## src/rtl/anc_csum_pkg.sv

```systemverilog
`timescale 1ns/1ps
package anc_csum_pkg;
  // Position of the tracker inside an ancillary packet.
  typedef enum logic [2:0] {
    PH_IDLE = 3'd0,
    PH_FLAG = 3'd1,
    PH_HDR  = 3'd2,
    PH_UDW  = 3'd3,
    PH_SUM  = 3'd4
  } anc_phase_t;

  localparam int FLAG_WORDS = 3;
  localparam int HDR_WORDS  = 3;
endpackage

```

## src/rtl/anc_pkt_tracker.sv

```systemverilog
`timescale 1ns/1ps
module anc_pkt_tracker
  import anc_csum_pkg::*;
#(
  parameter int CNT_W = 8
) (
  input  logic             clk,
  input  logic             rst,
  input  logic             vld,
  input  logic             sop,
  input  logic             eop,
  input  logic [CNT_W-1:0] dc_field,
  input  logic             att_in,
  input  logic             frc_in,
  output logic             sum_clr,
  output logic             add_en,
  output logic             sum_slot,
  output logic             app_req,
  output logic             att_lat,
  output logic             frc_lat
);
  localparam int IDX_W = 2;
  localparam logic [IDX_W-1:0] FLAG_LAST = IDX_W'(FLAG_WORDS - 1);
  localparam logic [IDX_W-1:0] HDR_LAST  = IDX_W'(HDR_WORDS - 1);

  anc_phase_t       phase;
  logic [IDX_W-1:0] idx;
  logic [CNT_W-1:0] left;
  logic             mid;
  logic             last_data;

  assign mid       = vld && !sop;
  assign sum_clr   = vld && sop;
  assign add_en    = mid && (phase == PH_HDR || phase == PH_UDW);
  assign sum_slot  = mid && (phase == PH_SUM);
  assign last_data = mid && ((phase == PH_HDR && idx == HDR_LAST && dc_field == '0) ||
                             (phase == PH_UDW && left == CNT_W'(1)));
  assign app_req   = last_data && !att_lat;

  always_ff @(posedge clk) begin
    if (rst) begin
      phase   <= PH_IDLE;
      idx     <= '0;
      left    <= '0;
      att_lat <= 1'b0;
      frc_lat <= 1'b0;
    end else if (vld) begin
      if (sop) begin
        phase   <= PH_FLAG;
        idx     <= IDX_W'(1);
        att_lat <= att_in;
        frc_lat <= frc_in;
      end else begin
        unique case (phase)
          PH_FLAG: begin
            if (idx == FLAG_LAST) begin
              phase <= PH_HDR;
              idx   <= '0;
            end else begin
              idx <= idx + IDX_W'(1);
            end
          end
          PH_HDR: begin
            if (idx == HDR_LAST) begin
              left <= dc_field;
              if (dc_field == '0) phase <= att_lat ? PH_SUM : PH_IDLE;
              else                phase <= PH_UDW;
            end else begin
              idx <= idx + IDX_W'(1);
            end
          end
          PH_UDW: begin
            left <= left - CNT_W'(1);
            if (left == CNT_W'(1)) phase <= att_lat ? PH_SUM : PH_IDLE;
          end
          PH_SUM:  phase <= PH_IDLE;
          default: phase <= PH_IDLE;
        endcase
      end
      if (eop) phase <= PH_IDLE;
    end
  end
endmodule

```

## src/rtl/anc_sum_acc.sv

```systemverilog
`timescale 1ns/1ps
module anc_sum_acc #(
  parameter int WORD_W = 10
) (
  input  logic              clk,
  input  logic              rst,
  input  logic              clr,
  input  logic              add_en,
  input  logic [WORD_W-2:0] sum_bits,
  output logic [WORD_W-1:0] calc_word
);
  localparam int SUM_W = WORD_W - 1;

  logic [SUM_W-1:0] acc;

  always_ff @(posedge clk) begin
    if (rst || clr)  acc <= '0;
    else if (add_en) acc <= acc + sum_bits;
  end

  assign calc_word = {~acc[SUM_W-1], acc};
endmodule

```

## src/rtl/anc_out_stage.sv

```systemverilog
`timescale 1ns/1ps
module anc_out_stage #(
  parameter int WORD_W = 10
) (
  input  logic              clk,
  input  logic              rst,
  input  logic [WORD_W-1:0] in_word,
  input  logic              in_vld,
  input  logic              sum_slot,
  input  logic              app_req,
  input  logic              frc_lat,
  input  logic [WORD_W-1:0] calc_word,
  input  logic              err_rd,
  output logic [WORD_W-1:0] out_word,
  output logic              out_vld,
  output logic              sum_err,
  output logic              app_pend
);
  logic mismatch;
  logic do_fix;
  logic do_flag;

  assign mismatch = in_word != calc_word;
  assign do_fix   = sum_slot && frc_lat && mismatch;
  assign do_flag  = sum_slot && !frc_lat && mismatch;

  always_ff @(posedge clk) begin
    if (rst) begin
      out_word <= '0;
      out_vld  <= 1'b0;
      sum_err  <= 1'b0;
      app_pend <= 1'b0;
    end else begin
      app_pend <= app_req;
      if (app_pend) begin
        out_vld  <= 1'b1;
        out_word <= calc_word;
      end else begin
        out_vld  <= in_vld;
        out_word <= do_fix ? calc_word : in_word;
      end
      sum_err <= (sum_err && !err_rd) || do_flag;
    end
  end
endmodule

```

## src/rtl/anc_csum_unit.sv

```systemverilog
`timescale 1ns/1ps
module anc_csum_unit #(
  parameter int WORD_W = 10,
  parameter int CNT_W  = 8
) (
  input  logic              clk,
  input  logic              rst,
  input  logic [WORD_W-1:0] in_word,
  input  logic              in_vld,
  input  logic              in_sop,
  input  logic              in_eop,
  input  logic              cfg_attach,
  input  logic              cfg_force,
  input  logic              err_rd,
  output logic [WORD_W-1:0] out_word,
  output logic              out_vld,
  output logic              sum_err
);
  localparam int SUM_W = WORD_W - 1;

  logic              vld_g;
  logic              sum_clr;
  logic              add_en;
  logic              sum_slot;
  logic              app_req;
  logic              app_pend;
  logic              att_lat;
  logic              frc_lat;
  logic [WORD_W-1:0] calc_word;

  // The cycle used by an appended checksum takes the input word's place.
  assign vld_g = in_vld && !app_pend;

  anc_pkt_tracker #(.CNT_W(CNT_W)) u_trk (
    .clk      (clk),
    .rst      (rst),
    .vld      (vld_g),
    .sop      (in_sop),
    .eop      (in_eop),
    .dc_field (in_word[CNT_W-1:0]),
    .att_in   (cfg_attach),
    .frc_in   (cfg_force),
    .sum_clr  (sum_clr),
    .add_en   (add_en),
    .sum_slot (sum_slot),
    .app_req  (app_req),
    .att_lat  (att_lat),
    .frc_lat  (frc_lat)
  );

  anc_sum_acc #(.WORD_W(WORD_W)) u_acc (
    .clk       (clk),
    .rst       (rst),
    .clr       (sum_clr),
    .add_en    (add_en),
    .sum_bits  (in_word[SUM_W-1:0]),
    .calc_word (calc_word)
  );

  anc_out_stage #(.WORD_W(WORD_W)) u_out (
    .clk       (clk),
    .rst       (rst),
    .in_word   (in_word),
    .in_vld    (vld_g),
    .sum_slot  (sum_slot && att_lat),
    .app_req   (app_req),
    .frc_lat   (frc_lat),
    .calc_word (calc_word),
    .err_rd    (err_rd),
    .out_word  (out_word),
    .out_vld   (out_vld),
    .sum_err   (sum_err),
    .app_pend  (app_pend)
  );
endmodule

```

## config.mk

```make
export PLATFORM = sky130hd
export DESIGN_NAME = anc_csum_unit
export DESIGN_NICKNAME = d
export VERILOG_FILES = /design/src/rtl/anc_csum_pkg.sv /design/src/rtl/anc_pkt_tracker.sv /design/src/rtl/anc_sum_acc.sv /design/src/rtl/anc_out_stage.sv /design/src/rtl/anc_csum_unit.sv
export SDC_FILE = /design/constraint.sdc
export NUM_CORES = 1
export LEC_CHECK = 0
export ABC_AREA = 1
export BUFFER_PORTS_ARGS = -buffer_cell sky130_fd_sc_hd__buf_2
export CAP_MARGIN = 20
export CORE_ASPECT_RATIO = 1.2
export CORE_UTILIZATION = 30
export DETAILED_ROUTE_END_ITERATION = 10
export SYNTH_ARGS = -nofsm -noshare
export SYNTH_HDL_FRONTEND = slang
export SYNTH_SLANG_ARGS = --single-unit
```

## constraint.sdc

```tcl
create_clock -name clk -period 2 [get_ports clk]
set_input_delay 0.4 -clock clk [delete_from_list [all_inputs] [get_ports clk]]
set_output_delay 0.4 -clock clk [all_outputs]
set_load 0.005 [all_outputs]
```

==> results of run 1 <==
==> path summary, 6_finish.rpt <==
kind / slack [ps] / start / to / depth (start not counted)
hold / removal: 360 / in_vld / u_out.out_vld$_SDFF_PP0_ / 3
setup / recovery: 210 / u_acc.acc[0]$_SDFFE_PP0P_ / u_acc.acc[8]$_SDFFE_PP0P_ / 10
setup reg to reg: 210 / u_acc.acc[0]$_SDFFE_PP0P_ / u_acc.acc[8]$_SDFFE_PP0P_ / 10
hold reg to reg: 470 / u_trk.left[4]$_SDFFE_PP0P_ / u_trk.left[4]$_SDFFE_PP0P_ / 2
==> kinds of logic (layout without fill, tap and decap cells) <==
group / after synthesis / count (layout) / share of synthesized area [%]
DFF: 37 / 37 / 32.3
AOI/OAI and AO/OA: 60 / 60 / 13.4
adders and majority gates: 11 / 11 / 6.33
buffers and inverters: 59 / 96 / 10.6
xor gates and xnor gates: 4 / 4 / 1.53
and+or+nand+nor: 189 / 189 / 35.8
==> sequential cells by signal, summed over array words and instances (netlist names) <==
register / count
u_trk.left: 8
u_out.app_pend: 1
u_trk.phase: 3
u_acc.acc: 9
u_out.out_word: 10
u_trk.frc_lat: 1
u_trk.att_lat: 1
u_trk.idx: 2
u_out.out_vld: 1
u_out.sum_err: 1
==> per-stage QoR <==
step / cell area (sq um) / hold slack [ps] / utilization (%) / instances
2_1_floorplan: 2290 / 443 / - / 360
3_3_place_gp: 2560 / 455 / 34.9 / 479
3_5_place_dp: 2560 / 457 / 34.9 / 479
4_1_cts: 2640 / 357 / 36.0 / 487
5_1_grt: 2640 / 385 / 36.0 / 487
6_report: 2640 / 362 / 36.0 / 487
==> cell type report <==
| cell class | count | share of cell area [%] |
|---|---|---|
| multi-input cells | 264 | 49.6 |
| well taps | 90 | 4.27 |
| clock buffers | 8 | 3.04 |
| flip-flops and latches | 37 | 28.1 |
| repair buffers | 35 | 7.21 |
| inverters | 53 | 7.74 |
==> critical path: stages, from the launching register on <==
cell and delay (ps):
dfxtp_1 370, ha_1 200, inv_1 60, fa_1 390, o21ai_0 200, buf_4 150, nand2_1 60, nand3_1 80
nand3_1 80, nand2_1 60, inv_1 40
==> power by group <==
part	internal [W]	switching [W]	total, W
combinational	0.0000902	0.000150	0.000240
clock	0.000248	0.000265	0.000513
sequential	0.000764	0.0000153	0.000779
total	0.00110	0.000430	0.00153
==> synthesized netlist by cell type <==
library cell / number
inv_4: 2
nor2_1: 52
nand3_2: 3
dfxtp_1: 37
nand4_1: 2
buf_4: 2
nand3b_1: 2
xnor2_1: 1
nor3_1: 2
inv_2: 3
o21ai_0: 20
buf_2: 2
nand3_1: 33
a21oi_1: 36
ha_1: 10
fa_1: 1
buf_6: 1
clkinv_1: 2
o21ai_1: 1
nand2_4: 3
o22ai_1: 1
o21a_1: 1
inv_1: 46
nor2_4: 1
nor2_2: 1
a21boi_0: 1
nand2_1: 88
xor2_1: 3
clkbuf_1: 1
nand2_2: 2
==> per-layer routing <==
metal,routed length (um),vias to the layer above
met5,0,-
met3,117,11
li1,-,1213
met2,2760,32
met4,106,0
met1,2600,1069
==> results, run 1 <==
- The class of the tightest hold or removal check is in2reg.
- The sum of internal, switching and leakage power is approximately 0.0015 W.
- The routed wire length per instance is approximately 11 um.
- The area used by sequential logic in the layout is about 740 sq um.
- Global routing used roughly 18% of the available met1 tracks.
- The net count reported at finish is roughly 430.
- Once routing completed, OpenROAD measured the worst setup slack at about 210 ps.
- The global routing's busiest layer is met2.
- The net count after synthesis is 389.
- After filler insertion, the fill cell instance count of the layout stands at 809.
- The worst endpoint required time is ~2200 ps.
- The final cycle utilization of the critical path is 89.7%.
- At the placement stage, the worst setup path has a slack of between 60 and 70 ps.
- Data on the critical path arrives at its endpoint at roughly 2000 ps.
- The deepest clock path buffer count is 2.
- For this run, the register share of the synthesized area comes to 32.3%.
- The worst-case IR drop observed on VDD is around 0.00025 V.
- The count of final hold-check violations is 0.
- In this run, the number of DRC markers left after iteration 0 of detailed routing was between 100 and 150.
- The die outline area is approximately 8000 sq um.
- Max-cap violations in this run came to 0.
- The number of vias per cell is around 4.8.
- In this run the clock root is driven by a clkbuf_8.
- For the final routed database, the setup TNS stands at 0 ps.
- The area growth from synthesis to layout is 14.9%.
- The post-CTS resize count is 0.
- The maximum fanout encountered on the critical timing path is 3.
- The number of antenna violations at the first check in global routing came to 0.
- The mapped netlist covers between 2000 and 2500 sq um.
- The post-route netlist has 13.9% of its cells at a drive strength greater than 1.
- The floorplan has 34 rows.
- The count of vias placed by the detailed router is 2,325.
- The hold buffer count at CTS is 0.
- Setup repair after global routing left no endpoint under its margin.
- Global routing consumed, on the met3 layer, under 10% of the routing resources.
- The worst-margin pin slew is approximately 340 ps.
- The time the worst path needs with I/O delays and setup is roughly 1800 ps.
- The multi-input combinational cells in the finished layout cover a total of 1310 sq um.
- The final layout contains routed wiring with a total length of 5580 um.
- At the end of routability-driven placement, the weighted congestion stood at between 0.8 and 0.9.
- The areal power density over the cells is 581 nW/um^2.
- Counting distinct cell types in the post-synthesis netlist gives 30.
- The H-tree depth is 2.
- The element type at the critical path start is a flop.
- The total area inside the core boundary comes to between 7000 and 8000 sq um.
- The clock latency reported for the late side of the worst-skew pair is between 200 and 300 ps.
- TritonCTS built the clock tree.
- The clock slew at the register clock pins of the worst setup and hold paths is 80 ps.
- The number of buffers inserted to repair setup after CTS is 0.
- The number of clock buffers added by TritonCTS is 5.
- The area share of the largest cell type after synthesis is 32.3%.
- The count of buffers added on input and output ports is 29.
- The Yosys warning count is 0.
- The number of top-level pins is 30.
- The largest net degree at the start of global routing is 20.
- The first TritonRoute pass finished after 4 iterations.
- The analysis attributes to cell leakage a power of 1.34 nW.
- In the post-synthesis netlist, the biggest area contributors are dfxtp_1 (32%), nand2_1 (14%), nor2_1 (8.5%).
- For this run, the top clock speed supported by timing is approximately 560 MHz.
- The path type of the worst setup path is reg2reg.
- Detailed placement finished with a half-perimeter wire length of about 4300 um.
- The category of the worst setup path capture point is a flop.
- The clock sink count is 37.
- The overflow left after global routing is 0.
- The y dimension of the die is between 90 and 100 um.
- The met2 global-route usage is a little over a quarter.
- The maximum clock skew at final layout is 5.98 ps.
- The horizontal die dimension is 81.8 um.
- The number of inserted diodes is 0.
- The number of endpoints failing setup at the final stage is 0.
- The number of storage elements in the synthesis netlist is 37.
- The first global-routing pass estimated between 9000 and 10,000 um of wire.
- The run finished with clean final reports.
- In the layout the commonest cells are nand2_1 (88), nor2_1 (52), inv_1 (46).
- The worst pin sits at a relative slew slack of 77.3%.
- The number of slew-limit violations in the final report is 0.
- The cell accounting for the most synthesized area is dfxtp_1.
- The via count of the first global-routing pass was 2,146.
- The library cell used most frequently in the layout, excluding fill and tap cells, is nand2_1.
- The post-synthesis area per instance is approximately 6.4 sq um.
- The count of nets left with antenna violations after detail routing is 0.
- The synthesized instance count is 360.
- The post-route DRC violation count is 0.
- Across every metal layer, demand over resource in global routing totals 15.2%.
- The initial cell density of the core is between 30% and 40%.
Power figures use the tool's default switching activity.
==> run 2: changes to the inputs <==
--- a/config.mk
+++ b/config.mk
@@ -9,7 +9,7 @@
 export BUFFER_PORTS_ARGS = -buffer_cell sky130_fd_sc_hd__buf_2
 export CAP_MARGIN = 20
 export CORE_ASPECT_RATIO = 1.2
-export CORE_UTILIZATION = 30
+export CORE_UTILIZATION = 35
 export DETAILED_ROUTE_END_ITERATION = 10
 export SYNTH_ARGS = -nofsm -noshare
 export SYNTH_HDL_FRONTEND = slang
==> run 2 against run 1 <==
Flip-flop and latch count did not move. Sequential power barely moved. Combinational power about the same. Clock-buffer cell count decreased by 1. Worst hold slack worse by 9.1 ps. Register-to-register slack improved by 50 ps. Worst setup slack improved by 46 ps. Clock power grew 6.4%. Design area increased by 0.43%. Largest cell class unchanged.
==> results, run 2 (same netlist as run 1, synthesis figures left out) <==
- The flow ran to the end, and the final reports show no timing, DRC or antenna violations.
- Clock skew on the completed layout was measured at 6.66 ps.
- At the later pin of the worst-skew pair, clock insertion delay measures 300 ps.
- Once layout is complete, the cells apart from fillers number 480.
- Traced cell by cell, the critical path runs through ha_1 -> inv_1 -> fa_1 -> o21ai_0 -> buf_4 -> nand2_1 -> nand2_1 -> nor2_1 -> o21ai_1 -> inv_1.
- The fraction of final layout cells sized beyond drive strength 1 is 14.6%.
- Entering global routing, the biggest net connects 20 pins.
- Measured on the finished design, the core utilization comes to ~43%.
- The class of the tightest hold or removal check is in2reg.
- The count of final hold-check violations is 0.
- u_out.out_word holds more flip-flops than any other register.
- The number of top-level pins is 30.
- In this run the remaining antenna-violating nets after routing total 0.
- The path type of the worst setup path is reg2reg.
- The root buffer cell chosen for the clock tree is clkbuf_8.
- The first-pass GRT wire length is between 9000 and 10,000 um.
- Among all stages on the critical path, the largest delay is contributed by fa_1.
- The max-slew headroom at the worst pin is around three quarters.
- The estimated wirelength of the detail-placed design is 4290 um.
- The via count of the first global-routing pass is roughly 2.2k.
- For this run, the detailed router's first-pass iteration total came to 4.
- The sum of internal, switching and leakage power is around 0.0016 W.
- The category of the worst setup path capture point is a flop.
- The number of instances in the placed design is about 470.
- In the final timing run, aggregate negative setup slack is 0 ps.
- For this run, the top clock speed supported by timing is 572 MHz.
- The maximum fanout encountered on the critical timing path is 3.
- The reported max-cap violation count is 0.
- The count of fill cells added during filler insertion is approximately 660.
- For this run the aggregate overflow at the end of global routing stands at 0.
- The static power due to leakage is about 1.4 nW.
- The number of slew-limit violations in the final report is 0.
- The die covers ~6900 sq um.
- The cell area after placement is ~2600 sq um.
- Setup repair after global routing left no endpoint under its margin.
- Across every metal layer, demand over resource in global routing totals a little under a fifth.
- At the worst endpoint, the arrival time is between 1500 and 2000 ps.
- The detailed router finished its first iteration with 137 violations.
- The count of standard-cell rows is 31.
- The number of buffers inserted to repair setup after CTS is 0.
- The number of buffers inserted during clock tree synthesis is 5.
- At the pin with the least slew margin, the transition time is between 300 and 400 ps.
- The top cell types in the final layout, fill and taps aside, are nand2_1 (88), nor2_1 (52), inv_1 (46).
- The largest registers in the layout are u_out.out_word (10), u_acc.acc (9), u_trk.left (8).
- Gates resized during post-CTS repair numbered 0.
- The floorplan step set the die width to between 70 and 80 um.
- Compared with the post-synthesis result, the final layout area differs by 15.4%.
- The number of antenna violations at the first check in global routing is 0.
- For this design the ratio of total power to cell area is a little under 600 nW/um^2.
- The clock sink count is 37.
- The clock slew at the register clock pins of the worst setup and hold paths is 70 ps.
- The area used by sequential logic in the layout is 741 sq um.
- The final cycle utilization of the critical path is between 80% and 90%.
- The total wirelength of the detailed-routed design is roughly 5500 um.
- Data on the critical path is required at its endpoint by between 2000 and 2500 ps.
- The H-tree depth is 2.
- The number of vias per cell is 4.79.
- The element type at the critical path start is a flop.
- The time the worst path needs with I/O delays and setup is roughly 1700 ps.
- The combined area of the multi-input logic cells is approximately 1300 sq um.
- The total non-filler cell area in the finished layout is between 2000 and 3000 sq um.
- The leading cell type in the layout, fill and taps excluded is nand2_1.
- The hold buffer count at CTS is 0.
- The deepest clock path buffer count is 2.
- In the final routed layout, each cell accounts on average for between 10 and 15 um.
- The largest vdd supply drop is roughly 0.00023 V.
- The initial cell density of the core is a little under two fifths.
- In this design, the stage delay of the slowest critical-path cell is around 390 ps.
- The number of endpoints failing setup at the final stage is 0.
- Across all layers, the routed design uses 2,298 vias.
- At the end of the flow, the number of nets in the layout was approximately 430.
- The post-route DRC violation count is 0.
- The y dimension of the die is approximately 91 um.
- The routability congestion estimate is approximately 0.9.
- 0 antenna diodes ended up in the layout.
- The total area inside the core boundary comes to a little over 6000 sq um.
- The TritonCTS clock tree is yes.
- The count of input and output buffers is 29.
- The number of flip-flops under the largest register name is 10.
==> run 2: layout make-up <==
class,instances,area share [%]
timing repair buffer,37,7.75
clock buffer,7,3.26
tap,82,3.88
multi-input combinational,264,49.4
inverter,53,7.70
sequential,37,28.0
==> run 2: critical path: cells and delay by family, from the launching register on <==
kind | cells | cell delay, ps
adders and majority gates | 2 | 580
buffers and inverters | 3 | 260
AOI/OAI and AO/OA | 2 | 310
and+or+nand+nor | 3 | 150
DFF | 1 | 360
==> run 2: final timing paths <==
path                                                 from  slack, ps  depth (start not counted)                        end
worst min-delay path                               err_rd        350                          4   u_out.sum_err$_SDFF_PP0_
worst max register to register  u_acc.acc[0]$_SDFFE_PP0P_        250                         10  u_acc.acc[6]$_SDFFE_PP0P_
worst max-delay path            u_acc.acc[0]$_SDFFE_PP0P_        250                         10  u_acc.acc[6]$_SDFFE_PP0P_
worst min register to register   u_out.sum_err$_SDFF_PP0_        470                          2   u_out.sum_err$_SDFF_PP0_
==> run 2: report_power, final <==
part | switching, W | internal, W | total, W
logic | 0.000150 | 0.0000929 | 0.000243
clock network | 0.000272 | 0.000274 | 0.000546
registers | 0.0000153 | 0.000764 | 0.000779
total | 0.000437 | 0.00113 | 0.00157
==> run 2: per-stage QoR <==
step / hold WS, ps / worst slack, ps
global placement: 453 / 122
detailed placement: 464 / 75.7
floorplan: 443 / 279
CTS: 358 / 235
global route: 366 / 70.5
finish: 353 / 252
==> run 2: routing by layer <==
metal | global-route usage, % | wire length (um) | vias up
li1 | - | - | 1222
met1 | 23.9 | 2490 | 1033
met2 | 30.7 | 2760 | 32
met3 | 3.01 | 152 | 11
met4 | 7.56 | 134 | 0
met5 | 0 | 0 | -
==> run 3: changes to the inputs <==
--- a/config.mk
+++ b/config.mk
@@ -10,6 +10,7 @@
 export CAP_MARGIN = 20
 export CORE_ASPECT_RATIO = 1.2
 export CORE_UTILIZATION = 35
+export CTS_BUF_LIST = sky130_fd_sc_hd__clkbuf_8
 export DETAILED_ROUTE_END_ITERATION = 10
 export SYNTH_ARGS = -nofsm -noshare
 export SYNTH_HDL_FRONTEND = slang
==> run 3 against run 2 <==
Wire length is essentially flat. Maximum frequency is essentially flat. Cell count is the same. Critical path depth is the same. Via count grew 0.26%. Flip-flop and latch count is the same. Worst setup slack is essentially flat. Combinational power is essentially flat. First-iteration DRC count shrank 2.9%.
==> results, run 3 (same netlist as run 1, synthesis figures left out) <==
- The layout has 655 filler cells.
- The floorplan step set the die width to approximately 76 um.
- The number of vias per cell is ~4.8.
- In this run the worst hold path is classified as in2reg.
- The worst-margin pin slew is roughly 360 ps.
- The overflow left after global routing is 0.
- Setup repair after global routing left no endpoint under its margin.
- The post-route DRC violation count is 0.
- Of the available clock period, the critical path in the final layout requires 87.4%.
- In the final layout, the registers with the most flip-flops are u_out.out_word (10), u_acc.acc (9), u_trk.left (8).
- Global routing consumed, on the met2 layer, around 30% of the routing resources.
- The hold buffer count at CTS is 0.
- The layout overhead on the synthesized area is 15.4%.
- The largest net degree at the start of global routing is 20.
- For this run, global-route usage on met1 was measured as between 20% and 30%.
- The via count of the first global-routing pass was ~2.2k.
- The number of slew-limit violations in the final report is 0.
- The post-CTS resize count is 0.
- The library cell used most frequently in the layout, excluding fill and tap cells, is nand2_1.
- The net count of the finished layout is around 430.
- Of all nets on the critical path, the largest fanout is 3.
- At the worst endpoint, the required time is roughly 2200 ps.
- In this run the tightest slew margin relative to its limit is approximately 76%.
- The number of buffers inserted to repair setup after CTS is 0.
- In this run the vertical extent of the chip is between 90 and 100 um.
- The count of vias placed by the detailed router is between 2k and 2.5k.
- The final layout contains routed wiring with a total length of ~5500 um.
- Clock-pin slew was measured on the worst setup and hold paths at 70 ps.
- The number of antenna violations at the first check in global routing is 0.
- The iteration-0 DRC count of the detailed router is between 100 and 150.
- The count of final hold-check violations is 0.
- The global routing's busiest layer is met2.
- The category of the worst setup path capture point is a flop.
- Once layout is complete, the utilization of the core stands at 42.9%.
- For the worst setup path, the data arrival time is around 1900 ps.
- The register with the most flip-flops in the layout has 10 of them.
- The achievable clock frequency is 572 MHz.
- The number of endpoints failing setup at the final stage is 0.
- The areal power density over the cells is 590 nW/um^2.
- The floorplan step defined a die boundary enclosing ~7000 sq um.
- The clock sink count is 37.
- The H-tree depth is 2.
- The number of buffers inserted during clock tree synthesis is 5.
- The TritonCTS clock tree is yes.
- Across the routed clock network, the largest skew measured is 5.57 ps.
- The global-route usage over all layers is between 10% and 20%.
- The reported max-cap violation count is 0.
- In this run the standard cell core region covers just over 6000 sq um.
- VDD sags by at most between 0.0002 and 0.00025 V.
- The number of inserted diodes is 0.
- The estimated wirelength of the detail-placed design is 4290 um.
- The time the worst path needs with I/O delays and setup is about 1700 ps.
- The worst setup path is launched from a flop.
- The met3 track utilization from global routing is under 10%.
- The detail route stage leaves a number of antenna-violating nets equal to 0.
- The count of standard-cell rows is 31.
- The count of input and output buffers is 29.
- The post-route netlist has about 15% of its cells at a drive strength greater than 1.
- At the later pin of the worst-skew pair, clock insertion delay measures just under 300 ps.
- The pre-antenna-repair detailed-routing pass consisted of 4 iterations.
- The deepest clock path buffer count is 2.
- The congestion estimate from routability-driven global placement came to roughly 0.88.
- The path type of the worst setup path is reg2reg.
- In this run the clock root is driven by a clkbuf_8.
- The library cells used most frequently in the layout, excluding fill and tap cells, are nand2_1 (88), nor2_1 (52), inv_1 (47).
- The accumulated negative setup slack is 0 ps.
- The register with the most flip-flops in the final layout is u_out.out_word.
- The routed wire length per instance is 11.5 um.
- The first global-routing pass estimated between 9000 and 10,000 um of wire.
- The static power due to leakage is between 1 and 1.5 nW.
- The initial cell density of the core is between 30% and 40%.
- The run finished with clean final reports.
- For this design the top-level I/O count stands at 30.
[run 3: layer usage]
metal | routed length [um] | up-vias
li1 | - | 1223
met1 | 2500 | 1030
met2 | 2740 | 41
met3 | 174 | 10
met4 | 126 | 0
met5 | 0 | -
[run 3: stage by stage]
stage / total power [W] / hold WS [ps] / area [sq um] / std cells / setup slack (ps)
floorplan: 0.000953 / 443 / 2290 / 360 / 279
detailed placement: 0.00104 / 464 / 2560 / 473 / 75.7
global route: 0.00166 / 366 / 2650 / 480 / 70.5
global placement: 0.00104 / 453 / 2560 / 473 / 122
finish: 0.00156 / 353 / 2650 / 480 / 252
CTS: 0.00158 / 358 / 2650 / 480 / 235
[run 3: critical path, cell delays in order (launching register included)]
cell and delay [ps]:
dfxtp_1 360, ha_1 190, inv_1 60, fa_1 390, o21ai_0 180, buf_4 150, nand2_1 40, nand2_1 70
nor2_1 40, o21ai_1 130, inv_1 50
[run 3: path summary, 6_finish.rpt]
| check | startpoint | end | slack [ps] | cells past startpoint |
|---|---|---|---|---|
| setup reg to reg | u_acc.acc[0]$_SDFFE_PP0P_ | u_acc.acc[6]$_SDFFE_PP0P_ | 250 | 10 |
| hold reg to reg | u_out.sum_err$_SDFF_PP0_ | u_out.sum_err$_SDFF_PP0_ | 470 | 2 |
| hold / removal | err_rd | u_out.sum_err$_SDFF_PP0_ | 350 | 4 |
| setup / recovery | u_acc.acc[0]$_SDFFE_PP0P_ | u_acc.acc[6]$_SDFFE_PP0P_ | 250 | 10 |
[run 3: area by class of cell]
cell class | count | area [sq um] | area share [%]
Clock buffer | 6 | 82.6 | 3.12
Clock inverter | 1 | 3.75 | 0.142
Inverter | 53 | 204 | 7.70
Multi-Input combinational cell | 264 | 1310 | 49.4
Sequential cell | 37 | 741 | 28.0
Tap cell | 82 | 103 | 3.88
Timing Repair Buffer | 37 | 205 | 7.75
[run 3: power by group]
part	internal, W	switching [W]
sequential	0.000764	0.0000153
clock	0.000269	0.000270
combinational	0.0000928	0.000150
